$ cat config.mk
export PLATFORM = sky130hd
export DESIGN_NAME = hw_sem_bank
export DESIGN_NICKNAME = d
export VERILOG_FILES = /design/src/rtl/hw_sem_pkg.sv /design/src/rtl/hw_sem_decode.sv /design/src/rtl/hw_sem_array.sv /design/src/rtl/hw_sem_bank.sv
export SDC_FILE = /design/constraint.sdc
export NUM_CORES = 1
export LEC_CHECK = 0
export BUFFER_PORTS_ARGS = -buffer_cell sky130_fd_sc_hd__buf_4
export CORE_MARGIN = 2
export CORE_UTILIZATION = 48
export CTS_CLUSTER_DIAMETER = 50
export DETAILED_ROUTE_END_ITERATION = 8
export PLACE_DENSITY = 0.81
export SYNTH_ARGS = -nofsm -noshare
export SYNTH_HDL_FRONTEND = slang
export SYNTH_SLANG_ARGS = --single-unit
$ cat constraint.sdc
create_clock -name clk_i -period 2 [get_ports clk_i]
set_input_delay 0.3 -clock clk_i [delete_from_list [all_inputs] [get_ports clk_i]]
set_output_delay 0.3 -clock clk_i [all_outputs]
set_load 0.05 [all_outputs]
$ cat src/rtl/hw_sem_pkg.sv
package hw_sem_pkg;
  localparam int unsigned LOCK_BASE = 32'h800;
  localparam int unsigned STAT_ADDR = 32'h14;
  localparam int unsigned CNT_LSB   = 24;

  function automatic logic [31:0] stat_word(input int unsigned n);
    logic [31:0] code;
    code = 32'(n / 32);
    return code << CNT_LSB;
  endfunction
endpackage

$ cat src/rtl/hw_sem_decode.sv
module hw_sem_decode #(
  parameter int unsigned ADDR_W    = 12,
  parameter int unsigned NUM_LOCKS = 64,
  parameter int unsigned IDX_W     = $clog2(NUM_LOCKS)
) (
  input  logic [ADDR_W-1:0] addr_i,
  output logic              lock_hit_o,
  output logic              stat_hit_o,
  output logic [IDX_W-1:0]  idx_o
);
  import hw_sem_pkg::*;

  logic [ADDR_W-1:0] off;
  logic [ADDR_W-1:0] word;

  always_comb begin
    off        = addr_i - ADDR_W'(LOCK_BASE);
    word       = {2'b00, off[ADDR_W-1:2]};
    lock_hit_o = (addr_i >= ADDR_W'(LOCK_BASE)) && (off[1:0] == 2'b00) &&
                 (word < ADDR_W'(NUM_LOCKS));
    idx_o      = off[IDX_W+1:2];
    stat_hit_o = (addr_i == ADDR_W'(STAT_ADDR));
  end
endmodule

$ cat src/rtl/hw_sem_array.sv
module hw_sem_array #(
  parameter int unsigned NUM_LOCKS = 64,
  parameter int unsigned IDX_W     = $clog2(NUM_LOCKS)
) (
  input  logic                 clk_i,
  input  logic                 rst_ni,
  input  logic                 set_i,
  input  logic                 clr_i,
  input  logic [IDX_W-1:0]     idx_i,
  output logic [NUM_LOCKS-1:0] lock_o
);
  for (genvar g = 0; g < NUM_LOCKS; g++) begin : g_flag
    logic sel;
    assign sel = (idx_i == IDX_W'(g));
    always_ff @(posedge clk_i or negedge rst_ni) begin
      if (!rst_ni)            lock_o[g] <= 1'b0;
      else if (sel && set_i)  lock_o[g] <= 1'b1;
      else if (sel && clr_i)  lock_o[g] <= 1'b0;
    end
  end
endmodule

$ cat src/rtl/hw_sem_bank.sv
module hw_sem_bank #(
  parameter int unsigned ADDR_W    = 12,
  parameter int unsigned NUM_LOCKS = 64
) (
  input  logic              clk_i,
  input  logic              rst_ni,
  input  logic              psel_i,
  input  logic              penable_i,
  input  logic              pwrite_i,
  input  logic [ADDR_W-1:0] paddr_i,
  input  logic [31:0]       pwdata_i,
  output logic [31:0]       prdata_o,
  output logic              pready_o
);
  import hw_sem_pkg::*;

  localparam int unsigned IDX_W = $clog2(NUM_LOCKS);

  if (!(NUM_LOCKS == 32 || NUM_LOCKS == 64 || NUM_LOCKS == 128 || NUM_LOCKS == 256))
    $error("NUM_LOCKS must be 32, 64, 128 or 256");
  if (ADDR_W < 12) $error("ADDR_W too small for lock window");

  logic                 lock_hit, stat_hit;
  logic [IDX_W-1:0]     idx;
  logic                 rd_acc, wr_acc;
  logic [NUM_LOCKS-1:0] lock_q;

  hw_sem_decode #(.ADDR_W(ADDR_W), .NUM_LOCKS(NUM_LOCKS), .IDX_W(IDX_W)) u_dec (
    .addr_i     (paddr_i),
    .lock_hit_o (lock_hit),
    .stat_hit_o (stat_hit),
    .idx_o      (idx)
  );

  assign rd_acc = psel_i && penable_i && !pwrite_i;
  assign wr_acc = psel_i && penable_i &&  pwrite_i;

  // Test-and-set: read returns old value, claims at the closing edge
  hw_sem_array #(.NUM_LOCKS(NUM_LOCKS), .IDX_W(IDX_W)) u_arr (
    .clk_i  (clk_i),
    .rst_ni (rst_ni),
    .set_i  (rd_acc && lock_hit),
    .clr_i  (wr_acc && lock_hit && (pwdata_i == 32'd0)),
    .idx_i  (idx),
    .lock_o (lock_q)
  );

  always_comb begin
    prdata_o = 32'd0;
    if (psel_i && !pwrite_i) begin
      if (lock_hit)      prdata_o = {31'd0, lock_q[idx]};
      else if (stat_hit) prdata_o = stat_word(NUM_LOCKS);
    end
  end

  assign pready_o = psel_i;
endmodule

==> qor.log <==
[status] outcome finished, violations left
[drt] detailed router's first-iteration violation count 234
[floorplanning] die width 88.0 um
[floorplanning] num rows 30
[drt] final wirelength 8770 um
[status] failing checks negative setup slack
[setup_path] crit path from u_arr.lock_o[5]
[final_layout] ratio of cells with drive above 1 in the final layout 28.7%
[setup_path] Required @ worst endpoint 1.70 ns
[placed_design] final weighted congestion in routability-driven placement 0.811
[cts] root buffer cell sky130_fd_sc_hd__clkbuf_8
[cts] maximum buffer depth of the clock tree 2
[timing] Worst Tran Pin Value 0.809 ns
[global_route] first-pass GRT wire length 13,700 um
[timing] total negative slack -0.504 ns
[timing] Max transition margin 46.1%
[final_layout] area occupied by multi-input gates 0.00166 sq mm
[drt] number of detailed-route iterations in the first pass 4
[final_layout] sequential standard cell area 0.00160 sq mm
[floorplanning] die height 88.0 um
[setup_path] startpoint class of the critical path flip-flop
[final_layout] Filler Cells Inserted 546
[power_and_ir_drop] worst supply voltage drop on vdd 297 uV
[timing] setup repair after global routing missed its margin yes
[timing] Worst Slack Setup Final -0.504 ns
[global_route] number of global-route vias before repair 2,855
[yosys] Synth Warn # 0
[drt] DRC violation count after routing 0
[power_and_ir_drop] Pwr per Cell Area 682 mW/mm^2
[cts] clock network latency to the later pin of the worst-skew pair 0.34 ns
[setup_path] kind of end point of the critical path primary output
[timing] number of pins exceeding their max-slew limit in the final report 0
[placed_design] Detailed Place HPWL 6220 um
[final_layout] registers with the most flip-flops u_arr.lock_o (64)
[yosys] post-synthesis instance total 338
[flow_run] max capacitance violation total 0
[drt] number of antenna-violating nets in the routed design 0
[yosys] Syn Std Cell Area 0.00339 sq mm
[power_and_ir_drop] standby leakage power 1.87 nW
[cts] Clock Pin Slew Worst Setup and Hold Paths 0.07 ns
[timing] Min Clock Period, post-route 2.50 ns
[yosys] number of storage elements in the synthesis netlist 64
[drt] detailed-route vias per instance 5.78
[global_route] antenna violations before repair 0
[placed_design] placed cell count 498
[cts] count of buffers added by post-CTS timing repair for setup 0
[setup_path] Worst Path Class, Setup flip-flop to primary output
[setup_path] arrival time of data at the critical path endpoint 2.20 ns
[final_layout] total inserted antenna cells 0
[setup_path] Max Fanout on Critical Path 2
[timing] # setup viols final 1
[yosys] number of distinct library cell variants in the gate-level netlist after synthesis 34
[min_path] Min-Delay Path Class input pin to asynchronous set/reset pin
[floorplanning] Die Footprint 0.00774 sq mm
[global_route] overflow left after global routing 0
[final_layout] Area Growth Syn to Fin 25.2%
[placed_design] # port buffers 51
[timing] setup clock skew after layout 0 ns
[timing] maximum clock frequency 399 MHz
[drt] Routed WL per cell 17.1 um
[floorplanning] ports placed on the boundary 82
[final_layout] register with the most flip-flops u_arr.lock_o
[drt] routed via count 2,971
[cts] CTS tree done
[final_layout] Layout Cells excl Fill 514
[floorplanning] core area 0.00679 sq mm
[cts] number of levels the H-tree was split into 3
[setup_path] origin of the critical flop-to-flop path u_arr.lock_o[35]
[global_route] maximum number of pins on one net before global-route repair 65
[yosys] proportion of synthesized chip area in sequential cells 47.3%
[floorplanning] starting utilization of the core area 49.8%
[final_layout] nets 462
[yosys] Post-synth EDFFs 0
[timing] count of final hold-check violations 0
[cts] TritonCTS Sinks 64
[global_route] Overall Global Routing Usage 23.4%
[final_layout] flip-flop count of the largest register after layout 64
[cts] TritonCTS Buffers 9
[yosys] most frequently used flop master after synthesis sky130_fd_sc_hd__dfrtp_1
[yosys] Avg Synthesized Cell Area 10.0 sq um
[cts] # hold bufs at CTS 0
[yosys] fraction of registers with async set or reset after synthesis 100%
[timing] share of the clock period used by the worst path after layout 125%
[cell families after synthesis]
family                 Yosys count  synth area share [%]
AO/OA/AOI/OAI                  137                  21.3
flip-flops                      64                  47.3
AND/OR/NAND/NOR                 63                  10.8
buffers and inverters           50                  9.16
multiplexers                    23                  11.3
other                            1                 0.111
[cell usage after synthesis (all sizes together), types with 4 or more instances]
cell type / n / area share [%]
nor2: 4 / 0.44
nor3: 4 / 0.59
nor4: 6 / 1.6
nand2: 16 / 1.8
clkbuf: 12 / 1.3
buf: 36 / 7.6
nor2b: 8 / 1.5
nand3: 5 / 0.74
o21ai: 126 / 19
mux2i: 9 / 2.7
mux4: 12 / 8.0
nand4: 5 / 0.92
dfrtp: 64 / 47
[cell usage in the layout (no fill, tap or decap), drive strengths merged]
cell / Yosys / final
o22ai: 1 / 1
mux4: 12 / 12
inv: 2 / 2
clkinv: 0 / 1
nand2b: 2 / 2
and4: 1 / 1
clkbuf: 12 / 13
nor2b: 8 / 8
and3b: 1 / 1
bufinv: 0 / 2
and2: 3 / 3
nor2: 4 / 4
buf: 36 / 83
mux2i: 9 / 9
a22oi: 2 / 2
conb: 1 / 30
a2111oi: 2 / 2
nand4: 5 / 5
nor4: 6 / 6
a22o: 3 / 3
nor3: 4 / 4
o311ai: 2 / 2
nor4b: 2 / 2
or4bb: 1 / 1
dfrtp: 64 / 64
nand3: 5 / 5
and3: 3 / 3
o21ai: 126 / 126
or4: 2 / 2
a311oi: 1 / 1
mux2: 2 / 2
nand2: 16 / 16
[path summary, 6_finish.rpt]
path                               endpoint  slack [ns]  cells past startpoint
max                             prdata_o[0]       -0.50                      6
min                        u_arr.lock_o[33]        0.03                      1
max reg2reg                u_arr.lock_o[35]        1.25                      2
min reg2reg                u_arr.lock_o[47]        0.50                      2
max in group asynchronous  u_arr.lock_o[46]        1.41                      1
min in group clk_i          u_arr.lock_o[5]        0.47                      5
[routing by layer]
metal	up-vias	GRT usage (%)	share of wire [%]	wire (um)
li1	1350	-	-	-
met1	1463	28.7	41	3590
met2	146	40.1	50	4410
met3	12	6.22	7.4	651
met4	0	8.25	1.4	119
met5	-	0	0	0
[critical path, stage by stage (launching register included)]
cell and delay, ns:
sky130_fd_sc_hd__dfrtp_1 0.39, sky130_fd_sc_hd__mux4_2 0.50, sky130_fd_sc_hd__mux2i_2 0.21, sky130_fd_sc_hd__mux2i_2 0.13, sky130_fd_sc_hd__a2111oi_4 0.36, sky130_fd_sc_hd__a311oi_4 0.08
sky130_fd_sc_hd__buf_6 0.19
[final cells by class]
type / instances / area share (%)
Multi-Input combinational cell: 253 / 39.1
Sequential cell: 64 / 37.8
Timing Repair Buffer: 83 / 15.1
Clock buffer: 13 / 3.51
Tap cell: 96 / 2.83
Clock inverter: 3 / 1.53
Inverter: 2 / 0.177
[timing repair]
action / 4_1_cts / 5_1_grt
resized for setup: 2 / 2
endpoints found under the setup margin: 1 / 7
pin swaps: 2 / 1
[power by group]
part	leakage, nW	internal, mW	switching (mW)
logic	0.864	0.120	0.253
registers	0.894	1.30	0.00161
clock network	0.108	0.736	0.482
[metrics by stage]
step	util, %	setup slack [ns]	hold slack (ns)	total power, mW	area, sq um
after global placement	58.9	-0.336	0.425	1.68	4000
after floorplan	-	-0.120	0.00441	1.60	3580
after global routing	62.4	-0.546	0.111	2.98	4240
final	62.4	-0.504	0.0300	2.89	4240
after CTS	62.3	-0.515	0.0715	2.90	4230
after detailed placement	58.9	-0.387	0.441	1.69	4000
No activity file was read; power rests on OpenSTA's default activity.
